==> src/rtl/dtw_pkg.sv <==
package dtw_pkg;
  localparam int DATA_W = 32;
  localparam int ADDR_W = 3;
  localparam int PS_W   = 4;   // enough for the largest ratio of 16

  typedef enum logic [ADDR_W-1:0] {
    A_MODE0  = 3'd0,
    A_MODE1  = 3'd1,
    A_COUNT0 = 3'd2,
    A_COUNT1 = 3'd3,
    A_RELD0  = 3'd4,
    A_RELD1  = 3'd5,
    A_STAT   = 3'd6,
    A_WDOG   = 3'd7
  } reg_sel_e;

  // mode register field positions
  localparam int MB_TC   = 0;
  localparam int MB_EN   = 1;
  localparam int MB_AUTO = 2;
  localparam int MB_SEL  = 4;

  localparam logic [DATA_W-1:0] WD_KEY_A = 32'h1E1E_1E1E;
  localparam logic [DATA_W-1:0] WD_KEY_B = 32'hE1E1_E1E1;
endpackage

==> src/rtl/dtw_prescale.sv <==
module dtw_prescale
  import dtw_pkg::*;
(
  input  logic       clk,
  input  logic       rst_n,
  input  logic       run,
  input  logic [1:0] sel,
  output logic       tick
);
  logic [PS_W-1:0] cnt_q, cnt_d, lim;

  always_comb begin
    case (sel)
      2'd0:    lim = PS_W'(0);
      2'd1:    lim = PS_W'(3);
      2'd2:    lim = PS_W'(7);
      default: lim = PS_W'(15);
    endcase
  end

  assign tick = run && (cnt_q == lim);

  always_comb begin
    if (!run || tick) cnt_d = '0;
    else              cnt_d = cnt_q + PS_W'(1);
  end

  always_ff @(posedge clk or negedge rst_n) begin
    if (!rst_n) cnt_q <= '0;
    else        cnt_q <= cnt_d;
  end

  // a divided tick is never followed at once by another
  assert_tick_gap_R4: assert property (@(posedge clk) disable iff (!rst_n)
    tick |=> (!tick || sel == 2'd0));
endmodule

==> src/rtl/dtw_timer_chan.sv <==
module dtw_timer_chan
  import dtw_pkg::*;
(
  input  logic              clk,
  input  logic              rst_n,
  input  logic              wr_mode,
  input  logic              wr_count,
  input  logic              wr_reload,
  input  logic              clr_tc,
  input  logic [DATA_W-1:0] wdata,
  output logic [DATA_W-1:0] mode_rd,
  output logic [DATA_W-1:0] count_q,
  output logic [DATA_W-1:0] reload_q,
  output logic              tc_q
);
  logic              en_q, en_d;
  logic              auto_q;
  logic [1:0]        sel_q;
  logic              tc_d;
  logic [DATA_W-1:0] count_d;
  logic              tick, hit;

  dtw_prescale u_ps (
    .clk  (clk),
    .rst_n(rst_n),
    .run  (en_q),
    .sel  (sel_q),
    .tick (tick)
  );

  assign hit = tick && (count_q <= DATA_W'(1));

  always_comb begin
    if (wr_count)  count_d = wdata;
    else if (hit)  count_d = auto_q ? reload_q : '0;
    else if (tick) count_d = count_q - DATA_W'(1);
    else           count_d = count_q;
  end

  always_comb begin
    if (wr_mode)             en_d = wdata[MB_EN];
    else if (hit && !auto_q) en_d = 1'b0;
    else                     en_d = en_q;
  end

  always_comb begin
    if (hit)         tc_d = 1'b1;
    else if (clr_tc) tc_d = 1'b0;
    else             tc_d = tc_q;
  end

  always_ff @(posedge clk or negedge rst_n) begin
    if (!rst_n) begin
      count_q <= '0;
      en_q    <= 1'b0;
      tc_q    <= 1'b0;
    end else begin
      count_q <= count_d;
      en_q    <= en_d;
      tc_q    <= tc_d;
    end
  end

  always_ff @(posedge clk or negedge rst_n) begin
    if (!rst_n) begin
      auto_q <= 1'b0;
      sel_q  <= 2'd0;
    end else if (wr_mode) begin
      auto_q <= wdata[MB_AUTO];
      sel_q  <= wdata[MB_SEL +: 2];
    end
  end

  always_ff @(posedge clk or negedge rst_n) begin
    if (!rst_n)         reload_q <= '0;
    else if (wr_reload) reload_q <= wdata;
  end

  always_comb begin
    mode_rd             = '0;
    mode_rd[MB_TC]      = tc_q;
    mode_rd[MB_EN]      = en_q;
    mode_rd[MB_AUTO]    = auto_q;
    mode_rd[MB_SEL +: 2] = sel_q;
  end

  assert_oneshot_stop_R5: assert property (@(posedge clk) disable iff (!rst_n)
    (hit && !auto_q && !wr_mode && !wr_count) |=> (!en_q && count_q == '0 && tc_q));

  assert_autoreload_R6: assert property (@(posedge clk) disable iff (!rst_n)
    (hit && auto_q && !wr_count) |=> (count_q == $past(reload_q) && tc_q));

  assert_tc_sticky_R7: assert property (@(posedge clk) disable iff (!rst_n)
    (tc_q && !clr_tc) |=> tc_q);

  assert_count_write_R8: assert property (@(posedge clk) disable iff (!rst_n)
    wr_count |=> (count_q == $past(wdata)));
endmodule

==> src/rtl/dtw_wdog.sv <==
module dtw_wdog
  import dtw_pkg::*;
#(
  parameter int WD_W     = 32,
  parameter int WD_START = 1000000
) (
  input  logic              clk,
  input  logic              rst_n,
  input  logic              wr,
  input  logic [DATA_W-1:0] wdata,
  output logic [WD_W-1:0]   cnt_q,
  output logic              rst_req_q
);
  localparam logic [WD_W-1:0] START_V = WD_W'(WD_START);

  logic            key_q, key_d;
  logic            armed_q, armed_d;
  logic            service;
  logic [WD_W-1:0] cnt_d;
  logic            rst_req_d;

  assign service = wr && key_q && (wdata == WD_KEY_B);

  always_comb begin
    key_d = key_q;
    if (wr) key_d = (wdata == WD_KEY_A);
  end

  assign armed_d = armed_q | service;

  always_comb begin
    cnt_d     = cnt_q;
    rst_req_d = rst_req_q;
    if (!rst_req_q) begin
      if (service)                  cnt_d = START_V;
      else if (armed_q) begin
        if (cnt_q == '0)            rst_req_d = 1'b1;
        else                        cnt_d = cnt_q - WD_W'(1);
      end
    end
  end

  always_ff @(posedge clk or negedge rst_n) begin
    if (!rst_n) begin
      key_q     <= 1'b0;
      armed_q   <= 1'b0;
      cnt_q     <= '0;
      rst_req_q <= 1'b0;
    end else begin
      key_q     <= key_d;
      armed_q   <= armed_d;
      cnt_q     <= cnt_d;
      rst_req_q <= rst_req_d;
    end
  end

  assert_service_load_R9: assert property (@(posedge clk) disable iff (!rst_n)
    (service && !rst_req_q) |=> (cnt_q == START_V));

  assert_armed_hold_R10: assert property (@(posedge clk) disable iff (!rst_n)
    armed_q |=> armed_q);

  assert_reset_req_sticky_R11: assert property (@(posedge clk) disable iff (!rst_n)
    rst_req_q |=> rst_req_q);

  assert_no_early_req_R11: assert property (@(posedge clk) disable iff (!rst_n)
    (!rst_req_q && cnt_q != '0) |=> !rst_req_q);
endmodule

==> src/rtl/dual_timer_wdog.sv <==
module dual_timer_wdog
  import dtw_pkg::*;
#(
  parameter int WD_W     = 32,
  parameter int WD_START = 1000000
) (
  input  logic              clk,
  input  logic              rst_n,
  input  logic              reg_wr,
  input  logic [2:0]        reg_addr,
  input  logic [31:0]       reg_wdata,
  output logic [31:0]       reg_rdata,
  output logic [1:0]        tmr_irq,
  output logic              wdog_reset_req
);
  localparam int NUM_TMR = 2;

  logic rst_meta_q, rst_sync_q;

  always_ff @(posedge clk or negedge rst_n) begin
    if (!rst_n) begin
      rst_meta_q <= 1'b0;
      rst_sync_q <= 1'b0;
    end else begin
      rst_meta_q <= 1'b1;
      rst_sync_q <= rst_meta_q;
    end
  end

  reg_sel_e sel;
  assign sel = reg_sel_e'(reg_addr);

  logic [DATA_W-1:0] mode_rd  [NUM_TMR];
  logic [DATA_W-1:0] count_rd [NUM_TMR];
  logic [DATA_W-1:0] reld_rd  [NUM_TMR];
  logic [NUM_TMR-1:0] tc;
  logic [WD_W-1:0]   wd_cnt;

  for (genvar i = 0; i < NUM_TMR; i++) begin : g_tmr
    logic wr_m, wr_c, wr_r, clr;
    assign wr_m = reg_wr && (reg_addr == ADDR_W'(A_MODE0)  + ADDR_W'(i));
    assign wr_c = reg_wr && (reg_addr == ADDR_W'(A_COUNT0) + ADDR_W'(i));
    assign wr_r = reg_wr && (reg_addr == ADDR_W'(A_RELD0)  + ADDR_W'(i));
    assign clr  = reg_wr && (sel == A_STAT) && reg_wdata[i];

    dtw_timer_chan u_chan (
      .clk      (clk),
      .rst_n    (rst_sync_q),
      .wr_mode  (wr_m),
      .wr_count (wr_c),
      .wr_reload(wr_r),
      .clr_tc   (clr),
      .wdata    (reg_wdata),
      .mode_rd  (mode_rd[i]),
      .count_q  (count_rd[i]),
      .reload_q (reld_rd[i]),
      .tc_q     (tc[i])
    );
  end

  dtw_wdog #(.WD_W(WD_W), .WD_START(WD_START)) u_wdog (
    .clk      (clk),
    .rst_n    (rst_sync_q),
    .wr       (reg_wr && (sel == A_WDOG)),
    .wdata    (reg_wdata),
    .cnt_q    (wd_cnt),
    .rst_req_q(wdog_reset_req)
  );

  assign tmr_irq = tc;

  always_comb begin
    case (sel)
      A_MODE0:  reg_rdata = mode_rd[0];
      A_MODE1:  reg_rdata = mode_rd[1];
      A_COUNT0: reg_rdata = count_rd[0];
      A_COUNT1: reg_rdata = count_rd[1];
      A_RELD0:  reg_rdata = reld_rd[0];
      A_RELD1:  reg_rdata = reld_rd[1];
      A_STAT:   reg_rdata = DATA_W'(tc);
      default:  reg_rdata = DATA_W'(wd_cnt);
    endcase
  end
endmodule

==> config.mk <==
export PLATFORM = sky130hd
export DESIGN_NAME = dual_timer_wdog
export DESIGN_NICKNAME = d
export VERILOG_FILES = /design/src/rtl/dtw_pkg.sv /design/src/rtl/dtw_prescale.sv /design/src/rtl/dtw_timer_chan.sv /design/src/rtl/dtw_wdog.sv /design/src/rtl/dual_timer_wdog.sv
export SDC_FILE = /design/constraint.sdc
export NUM_CORES = 1
export LEC_CHECK = 0
export ABC_AREA = 1
export BUFFER_PORTS_ARGS = -buffer_cell sky130_fd_sc_hd__buf_2
export CAP_MARGIN = 10
export CORE_AREA = 2 2 196 198
export DETAILED_ROUTE_END_ITERATION = 7
export DIE_AREA = 0 0 198 200
export SETUP_SLACK_MARGIN = 0.02
export SYNTH_ARGS = -nofsm -noshare
export SYNTH_HDL_FRONTEND = slang
export SYNTH_SLANG_ARGS = --single-unit
==> constraint.sdc <==
create_clock -name clk -period 7.7 [get_ports clk]
set_input_delay 0.77 -clock clk [delete_from_list [all_inputs] [get_ports clk]]
set_output_delay 0.77 -clock clk [all_outputs]
set_load 0.02 [all_outputs]
==> reports/qor.yml <==
floorplanning:
  row_count: 71
  ioPinCount: 73
  start_util: 0.346
  dieArea_mm2: 0.0396
  dieHeight_um: 200
  core_area_mm2: 0.0374
  die_x_um: 198
sta:
  hold_violations: 0
  finalClockSkew_ns: 0.0145
  post-route-period-util: 0.493
  grt_setup_unrepaired: "false"
  final-setup-viol-count: 0
  maxSlewViolCount: 0
  fin_setup_tns_ns: 0
  max_freq_mhz: 263
  worstMarginPinSlew_ns: 1.21
  period_needed_ns: 3.80
  slew_headroom: 0.189
clock_tree:
  htreeDepth: 4
  path_clk_slew_ns: 0.07
  clk_latency_ns: 0.45
  cts_tree: "done"
  cts_made_buffers: 17
  cts.sinks: 183
  cts_resized: 0
  cts_buffer_depth: 2
  holdBufCountCts: 0
  cts_root_buffer: "clkbuf_16"
  post_cts_buffers: 0
final_layout:
  diodes: 0
  fillers: 4012
  fin_cells: 2569
  post-route-util: 0.381
  nets: 2091
  area_growth_pct: 10.1
  multi_input_area_mm2: 0.00716
  drive_gt1_frac: 0.0816
  design_area_mm2: 0.0143
  seqCellArea_mm2: 0.00458
logic_synthesis:
  yosysSeqAreaShare: 0.353
  synth_ff_type: "dfrtp_1"
  synth_nets: 2069
  yosysWarnings: 0
  synthCells: 2023
  synth_edf_count: 0
  ys_ff_latch: 183
  async_flop_share: 1.00
  syn_avg_cell_area_um2: 6.40
  synth_area_mm2: 0.0130
  yosysUniqueCellTypes: 39
hold_path:
  hold_class: "in -> async"
worst_setup_path:
  crit_path_start_kind: "primary input"
  cp_max_fo: 33
  path_common_cell: "buf_2"
  cpPeakStageDelay_ns: 0.91
  cpMaxStageDelayCell: "clkinv_1"
  critPathKind: "in -> out"
  crit_required_ns: 6.93
  path_cells: "buf_2, inv_1, nor2_1, nand2_1, clkinv_1, a221oi_1, nand3_1, buf_2"
  crit_arrival_ns: 3.03
  end_kind: "output pin"
placed_design:
  dpl.hpwl_um: 37600
  io_buffers: 72
  placed_area_mm2: 0.0137
  gp_congestion: 0.999
  dpl.cell_count: 2537
routing:
  routed_wl_um: 50200
  drt_iter0_drc: 1460
  drtPass1Iterations: 8
  wl_per_cell_um: 19.5
  ant_nets: 0
  vias_per_cell: 5.31
  num_vias: 13600
  drc: 0
job:
  cap_viol_max_count: 0
global_route:
  grt_usage: 0.258
  grt_pass1_wl_um: 76900
  use_met3: 0.0558
  busiest_layer: "met2"
  grt_pass1_vias: 12800
  overflow: 0
  antenna_found_initial: 0
  met2_usage: 0.382
  grt_util_met1: 0.367
  grt_max_degree: 76
pwr:
  total_power_uw: 4180
  vdd_ir_drop_max_uv: 132
  leakage_uw: 0.00733
  p_per_area_mw_per_mm2: 293
outcome:
  status: "finished, final reports clean"
==> placed cells by master, fill, tap and decap left out, types with 8 or more instances in the layout <==
cell / n
inv_2: 21
nor2_1: 246
o22ai_1: 59
nand2_1: 701
inv_1: 205
buf_2: 72
nand4_1: 23
or2_2: 8
dfrtp_1: 182
xor2_1: 50
buf_4: 10
a221oi_1: 30
clkbuf_16: 17
o21ai_1: 22
o21ai_0: 103
nand3b_1: 27
nand3_1: 185
nor2_4: 8
ha_1: 8
a21oi_1: 11
nand2_2: 9
==> cells in the mapped netlist, types with 8 or more instances <==
cell type    n  share of area
nand2_1    703           0.20
nor2_1     247          0.072
inv_1      205          0.059
nand3_1    185          0.071
dfrtp_1    183           0.35
o21ai_0    103          0.040
o22ai_1     59          0.028
xor2_1      50          0.034
clkbuf_1    44          0.013
a221oi_1    30          0.020
nand3b_1    27          0.016
buf_2       26          0.010
nand4_1     23          0.011
o21ai_1     22         0.0085
inv_2       21         0.0061
a21oi_1     11         0.0042
ha_1         8         0.0077
or2_2        8         0.0039
==> final timing paths <==
| path | start | end | slack, ns | cells after the start |
|---|---|---|---|---|
| worst max-delay path | reg_addr[0] | reg_rdata[20] | 3.90 | 8 |
| worst min-delay path | rst_n | rst_sync_q | 0.09 | 1 |
| worst max register to register | g_tmr[0].u_chan.sel_q[1] | g_tmr[0].u_chan.count_q[29] | 4.68 | 9 |
| worst min register to register | rst_meta_q | rst_sync_q | 0.35 | 0 |
| max in group asynchronous | rst_sync_q | g_tmr[1].u_chan.count_q[23] | 5.76 | 1 |
| min in group clk | rst_meta_q | rst_sync_q | 0.35 | 0 |
==> layout make-up <==
type,count,share of cell area
Inverter,232,0.0611
Tap cell,511,0.0448
Multi-Input combinational cell,1529,0.502
Sequential cell,183,0.321
Timing Repair Buffer,82,0.0305
Clock buffer,19,0.0304
Clock inverter,13,0.0102
==> sequential cells by signal (all words and copies together), names as in the netlist <==
signal and count:
u_wdog.armed_q 1, g_tmr.u_chan.reload_q 64, g_tmr.u_chan.tc_q 2, rst_meta_q 1, g_tmr.u_chan.en_q 2, g_tmr.u_chan.auto_q 2, g_tmr.u_chan.count_q 64, u_wdog.rst_req_q 1
rst_sync_q 1, g_tmr.u_chan.sel_q 4, u_wdog.cnt_q 32, g_tmr.u_chan.u_ps.cnt_q 8, u_wdog.key_q 1
==> cells by family after synthesis <==
group / Yosys count / share of synthesized area
simple gates: 1231 / 0.400
buf+inv: 311 / 0.0952
compound gates: 235 / 0.107
flops: 183 / 0.353
xor+xnor: 54 / 0.0365
fa+ha+maj: 8 / 0.00773
other cells: 1 / 0.000289
==> worst max-delay path, delay by kind of cell <==
family / cells / cell delay [ns]
compound gates: 1 / 0.64
buf+inv: 4 / 1.29
simple gates: 3 / 0.29
==> per-stage QoR <==
step	setup WS, ns	hold slack, ns
after floorplan	2.22	0.331
after global placement	4.03	0.339
after detailed placement	3.97	0.340
after CTS	3.98	0.0796
after global routing	3.81	0.0817
final	3.90	0.0932
==> metal layers <==
| layer | vias to the layer above | share of wire |
|---|---|---|
| met5 | - | 0 |
| met4 | 0 | 0.037 |
| met3 | 96 | 0.090 |
| met2 | 606 | 0.42 |
| met1 | 6428 | 0.45 |
| li1 | 6511 | - |
==> power by group <==
part           internal [uW]  switching (uW)  leakage (uW)  total [uW]
Sequential              1200             355       0.00235        1550
Combinational            547            1170       0.00470        1710
Clock                    483             427      0.000280         911
(Power assumes the default switching activity.)
